**src/rtl/lock_guard.sv**
```systemverilog
`timescale 1ns/1ps
module lock_guard #(
  parameter int ADDR_W  = 21,
  parameter int MAIN_W  = 15,
  parameter int SMALL_W = 12,
  parameter int N_BOOT  = 2,
  parameter int OP_W    = 3,
  localparam int TOP_W   = ADDR_W - MAIN_W,
  localparam int SUB_W   = MAIN_W - SMALL_W,
  localparam int N_SMALL = 2 ** SUB_W,
  localparam int N_MAIN  = 2 ** TOP_W - 1,
  localparam int N_BLK   = N_MAIN + N_SMALL,
  localparam int IDX_W   = $clog2(N_BLK)
) (
  input  logic                      clk,
  input  logic                      rst_n,
  input  logic                      req_valid,
  input  logic [OP_W-1:0]           req_op,
  input  logic [ADDR_W-1:SMALL_W]   req_addr,
  input  logic                      wp_n,
  output logic                      resp_valid,
  output logic                      resp_grant,
  output logic                      resp_deny,
  output logic                      resp_lock_err,
  output logic [IDX_W-1:0]          resp_block
);
  localparam int N_PARAM = N_SMALL - N_BOOT;

  localparam logic [OP_W-1:0] OP_PROG  = OP_W'(0);
  localparam logic [OP_W-1:0] OP_BERS  = OP_W'(1);
  localparam logic [OP_W-1:0] OP_CERS  = OP_W'(2);
  localparam logic [OP_W-1:0] OP_SETLK = OP_W'(3);
  localparam logic [OP_W-1:0] OP_PERM  = OP_W'(4);
  localparam logic [OP_W-1:0] OP_CLRLK = OP_W'(5);

  logic [N_BLK-1:0] lock_q;
  logic             perm_q;

  logic [TOP_W-1:0] top_f;
  logic [SUB_W-1:0] sub_f;
  logic             in_small;
  logic             is_boot;
  logic [IDX_W-1:0] blk_idx;
  logic             blk_locked;
  logic             any_lock;
  logic             grant;
  logic             lerr;

  assign top_f    = req_addr[ADDR_W-1:MAIN_W];
  assign sub_f    = req_addr[MAIN_W-1:SMALL_W];
  assign in_small = &top_f;
  assign is_boot  = in_small && (sub_f >= SUB_W'(N_PARAM));
  assign blk_idx  = in_small ? IDX_W'(N_MAIN) + IDX_W'(sub_f) : IDX_W'(top_f);

  assign blk_locked = lock_q[blk_idx] && !(wp_n && is_boot && !perm_q);
  assign any_lock   = |lock_q;

  always_comb begin
    grant = 1'b0;
    lerr  = 1'b0;
    case (req_op)
      OP_PROG, OP_BERS: begin
        grant = !blk_locked;
        lerr  = blk_locked;
      end
      OP_CERS: begin
        grant = !any_lock;
        lerr  = any_lock;
      end
      OP_SETLK, OP_CLRLK: begin
        grant = !perm_q;
        lerr  = perm_q;
      end
      OP_PERM: grant = 1'b1;
      default: ;
    endcase
  end

  for (genvar b = 0; b < N_BLK; b++) begin : g_lock
    always_ff @(posedge clk or negedge rst_n) begin
      if (!rst_n)
        lock_q[b] <= 1'b0;
      else if (req_valid && grant) begin
        if (req_op == OP_CLRLK)
          lock_q[b] <= 1'b0;
        else if (req_op == OP_SETLK && blk_idx == IDX_W'(b))
          lock_q[b] <= 1'b1;
      end
    end
  end

  always_ff @(posedge clk or negedge rst_n) begin
    if (!rst_n)
      perm_q <= 1'b0;
    else if (req_valid && req_op == OP_PERM)
      perm_q <= 1'b1;
  end

  always_ff @(posedge clk or negedge rst_n) begin
    if (!rst_n) begin
      resp_valid    <= 1'b0;
      resp_grant    <= 1'b0;
      resp_deny     <= 1'b0;
      resp_lock_err <= 1'b0;
      resp_block    <= '0;
    end else begin
      resp_valid    <= req_valid;
      resp_grant    <= req_valid && grant;
      resp_deny     <= req_valid && !grant;
      resp_lock_err <= req_valid && lerr;
      if (req_valid)
        resp_block <= blk_idx;
    end
  end
endmodule

```
**config.mk**
```make
export PLATFORM = sky130hd
export DESIGN_NAME = lock_guard
export DESIGN_NICKNAME = d
export VERILOG_FILES = /design/src/rtl/lock_guard.sv
export SDC_FILE = /design/constraint.sdc
export NUM_CORES = 1
export LEC_CHECK = 0
export ABC_AREA = 1
export BUFFER_PORTS_ARGS = -buffer_cell sky130_fd_sc_hd__buf_2
export CAP_MARGIN = 20
export CORE_AREA = 2 2 106 129
export DETAILED_ROUTE_END_ITERATION = 16
export DIE_AREA = 0 0 108 131
export GPL_TIMING_DRIVEN = 0
export SYNTH_ARGS = -nofsm -noshare
export SYNTH_HDL_FRONTEND = slang
export SYNTH_SLANG_ARGS = --single-unit
```
**constraint.sdc**
```tcl
create_clock -name clk -period 2.6 [get_ports clk]
set_clock_uncertainty 0.2 [all_clocks]
set_input_delay 0.26 -clock clk [delete_from_list [all_inputs] [get_ports clk]]
set_output_delay 0.26 -clock clk [all_outputs]
set_load 0.03 [all_outputs]
```
* Yosys cells after proc, flatten, opt, wreduce, memory -nomap -nowiden
Index checks and enable logic that the tools add are counted.
** Storage, ports and cells
- Flip-flop bits (word level) :: 83
- Output and inout port bits :: 11
- Word-level logic and storage cells :: 534
** Operators by class
- Add/sub/neg operators :: 1
- Order comparisons :: 2
- Equal/unequal tests :: 75
- Multiplexer cells :: 147
- Reduce and logical (&&, ||, !) cells :: 232
** Operator list (number)
- $eq A7 B6 Y1 const B :: 32
- $mux W1 :: 143
- $reduce_and A2 Y1 :: 71
- $reduce_bool A2 Y1 :: 71
- $eq A7 B5 Y1 const B :: 16
- $logic_and A1 B1 Y1 :: 79
- $reduce_or A71 Y1 :: 1
- $eq A7 B4 Y1 const B :: 8
- $eq A7 B7 Y1 const B :: 7
- $eq A7 B3 Y1 const B :: 4
- $eq A7 B2 Y1 const B :: 2
- $lt A7 B8 Y1 const B :: 1
- $add A6 B3 Y7 const A :: 1
- $bmux W1 S7 :: 1
- $eq A7 B1 Y1 const B :: 1
- $logic_not A7 Y1 :: 1
- $mux W7 :: 1
- $eq A3 B2 Y1 const B :: 2
- $eq A3 B3 Y1 const B :: 2
- $reduce_and A6 Y1 :: 1
- $logic_not A1 Y1 :: 5
- $pmux W1 S4 :: 1
- $reduce_or A2 Y1 :: 2
- $eq A3 B1 Y1 const B :: 1
- other kinds (3) :: 3

* Depth between registers and ports, before layout
- Depth after elaboration :: 10
- Mapped depth :: 24
- Gate-level depth less buffers :: 22

* Least setup slack after synthesis
OpenSTA, ideal clock, no wires.
- Path kind :: in2reg
- Start point :: in req_addr[15] (netlist bit)
- End point :: reg lock_q[17]
- Data arrival time :: 2.278 ns
- Required time :: 2.283 ns
- Path slack :: 0.005 ns
- Cell stages on the path :: 23
- Cells stage by stage :: buf_4 > nand2_1 > nor2_2 > nand2_2 > o21ai_4 > inv_2 > buf_2 > nand2_1 > nand2_1 > nand2_1 > nand2_1 > nor2_1 > nor2_1 > nor2_1 > nand3_1 > nand2_1 > nand2_1 > nand2_1 > nand3_4 > buf_6 > buf_4 > nand4_1 > nand2_1
** Between the ends
- Cells in the longest elaborated chain, start to end :: 10
** Ends and longest elaborated chain
- start: declaration :: line 19 : input logic [ADDR_W-1:SMALL_W] req_addr,
- branches (longest 9 deep; another with $mux W7)
- $reduce_and A2 Y1 (no line) *
- end signal: indexed assignment :: line 82 : lock_q[b] <= 1'b0;
- end signal: indexed assignment :: line 85 : lock_q[b] <= 1'b0;
- end signal: indexed assignment :: line 87 : lock_q[b] <= 1'b1;
- end: declaration :: line 36 : logic [N_BLK-1:0] lock_q;
Every way passes the cells marked *. The select of a mux whose other input is x is not followed.
A chain may end at the register's enable or synchronous reset.

* Worst setup path after layout
- Start point :: in req_addr[12] (netlist bit)
- End point :: reg lock_q[7]
** Between the ends
- Cells in the longest elaborated chain, start to end :: 10
** Ends and longest elaborated chain
- branches (longest 9 deep; another with $add A6 B3 Y7)
- $reduce_and A2 Y1 (no line) *
Marked as above.

==> impl_results.md <==
* Clock transition at the registers of the reported paths at 0.06 ns
* Slew HR at 0.2841
* Most frequent CP cell: nand2_2
* DRC errors left at 0
* Most common cell after layout, fill and taps aside: nand2_1
* CTS tree: done
* DRT Pass-1 Iters at 6
* Crit path max fanout at 7
* GR Overflow Total at 0
* CTS sink cnt at 83
* Violated checks: setup timing
* Dpl hpwl at 17.45 mm
* Worst EP required at 2.64 ns
* Pre-CTS setup slack at -1.085 ns
* Pleak at 0.003508 uW
* RSZ-0062 raised after global routing: true
* Crit-path max cell delay at 0.23 ns
* Core Region at 0.01295 mm^2
* Asr flop ratio synth at 1.000
* Final nets at 967
* Least-Margin Pin Slew at 1.066 ns
* Peak supply drop at 0.0003149 V
* CP Cell Sequence: buf_8 -> inv_4 -> ha_4 -> ha_4 -> inv_2 -> o21ai_4 -> buf_4 -> nor2_4 -> buf_4 -> o2111ai_2 -> o21ai_1 -> o211ai_1 -> nand2_2 -> nand2_2 -> nand2_2 -> nand3_4 -> buf_12 -> buf_12 -> buf_8 -> nand4_1 -> nand2_1
* CP Data Arrival Time at 2.87 ns
* Kind of end point of the critical path: flop
* Root Buffer: clkbuf_16
* Most frequent cells in the layout: 269 x nand2_1, 91 x nand3_1, 83 x dfrtp_1
* DR vias/cell at 6.197
* Final setup vio count at 73
* Worst hold path type: in2reg
* DIE AREA at 0.01415 mm^2
* Sequential fraction of the synthesis area at 0.3562
* Flip-flop and latch count after synthesis at 83
* Final hold violation count at 0
* Initial antenna violation count at 0
* Wire per inst at 22.92 um
* Top-level I/O count at 27
* Total GRT Usage at 0.3714
* Antenna Cells at 0
* H-tree depth at 3
* Global-route wire length before repair at 38.68 mm
* Synth unique cells at 33
* Via count of the first global-routing pass at 6549
* Maximum clock path buffer count at 2
* Hold_sp: req_op[1]
* Worst-Skew Late Latency at 0.35 ns
* Number of synthesis warnings at 0
* CP max stage cell: ha_4
* FMAX at 352.7 MHz
* Vias post-DR at 6947
* Pwr dens at 586.4 mW/mm^2
* Synth area leaders: dfrtp_1 36%, nand2_1 18%, nand4_1 8.5%
* Area Growth Syn to Fin at 27.32%
* Mapped Area at 0.005831 mm^2
* Reg2reg setup slack at -0.03 ns
* 1st-iter DRT viols at 892
* WS Path Type: in2reg
* CP startpoint: req_addr[12]
* Final-report max-slew violation count at 0
* Area leader, netlist: dfrtp_1
* Syn_nets at 889
* Total CTS buffers at 9
* Final GP Congestion at 1.005
* Avg Inst Size Synth at 6.702 um^2
* Tmin final at 2.835 ns
* Period utilization at 1.090
* Worst setup margin at -0.2351 ns
* Chip height at 131 um
* Cell Rows at 46
* Starting Density at 0.4502
* CP Launch Type: primary input
* Die W at 108 um
* Number of synthesized flops with an enable pin at 0
* Routed wire length at 25.70 mm
* Post-synthesis cell count at 870
* Share of cells above drive strength 1 at 0.1700
* Quantity of I/O buffers inserted on ports at 25
* Setup TNS at -13.83 ns
* Yosys top cell area share at 0.3562
* DP Area at 0.006203 mm^2
* Outcome: complete, but fails checks
* Max-cap violations at 0
* Final ANT Viol Nets at 0
* Cell area after layout at 0.007423 mm^2
* Worst reg2reg startpoint: lock_q[6]
* Largest net degree at the start of global routing at 45
* Synth Flop Type: dfrtp_1
==> cells by family after synthesis <==
| group | share of synthesized area |
|---|---|
| AO/OA/AOI/OAI | 0.1140 |
| adder cells (fa/ha/maj) | 0.006438 |
| buffers and inverters | 0.1137 |
| flip-flops | 0.3562 |
| AND/OR/NAND/NOR | 0.4097 |
==> sequential cells by signal (all words and copies together), names as in the netlist <==
signal / flops
resp_deny: 1
lock_q: 71
resp_lock_err: 1
resp_grant: 1
resp_valid: 1
perm_q: 1
resp_block: 7
==> critical path: cells and delay by family <==
| kind | cells | cell delay, ns |
|---|---|---|
| simple gates | 7 | 0.78 |
| compound gates | 4 | 0.44 |
| buf+inv | 8 | 0.98 |
| fa+ha+maj | 2 | 0.38 |
==> metrics by stage <==
stage                     hold slack (ns)  std cells  power (uW)  utilization
after global routing              0.04921       1121        4568       0.5732
after detailed placement          0.08323       1065        2749       0.4790
after CTS                         0.02036       1118        4302       0.5669
after global placement             0.1832       1063        2725       0.4761
after floorplan                   -0.2356        870        2379            -
final                             0.02640       1121        4353       0.5732
==> cells in the mapped netlist (all sizes together) (3+ instances only) <==
cell / number
nand2: 286
nor2: 35
clkbuf: 25
nand3: 97
nor3: 11
o21ai: 50
dfrtp: 83
a21oi: 6
o31ai: 44
nand4: 79
nand3b: 6
inv: 92
buf: 35
nor4: 10
ha: 3
==> per-layer routing <==
layer / global-route usage / vias to the layer above / share of wire
met5: 0 / - / 0
met4: 0.1878 / 0 / 0.050
met3: 0.05506 / 87 / 0.087
met2: 0.6012 / 428 / 0.46
met1: 0.4843 / 3324 / 0.40
li1: - / 3108 / -
==> area by class of cell <==
| class | instances | area (um^2) |
|---|---|---|
| tap | 168 | 210.2 |
| clock inverter | 4 | 48.80 |
| fill | 1257 | 5527 |
| sequential | 83 | 2077 |
| multi-input combinational | 634 | 3321 |
| timing repair buffer | 67 | 689.4 |
| buffer | 59 | 451.7 |
| inverter | 94 | 369.1 |
| clock buffer | 12 | 256.5 |
==> report_power, final <==
group | internal (uW) | switching, uW
logic | 491 | 793
registers | 1530 | 187
clock network | 797 | 559
==> timing repair <==
action	4_1_cts	5_1_grt
endpoints found under the setup margin	73	73
cloned	10	1
resized for setup	122	16
hold buffers	2	0
hold endpoints to repair	40	0
setup buffers	25	3
pin swaps	55	9
==> path summary, 6_finish.rpt <==
check | endpoint | cells after the start
min reg2reg | lock_q[37] | 2
max | lock_q[7] | 21
max reg2reg | lock_q[7] | 13
max in group asynchronous | lock_q[59] | 3
min | perm_q | 4
min in group asynchronous | lock_q[28] | 2
Power figures use the tool's default switching activity.
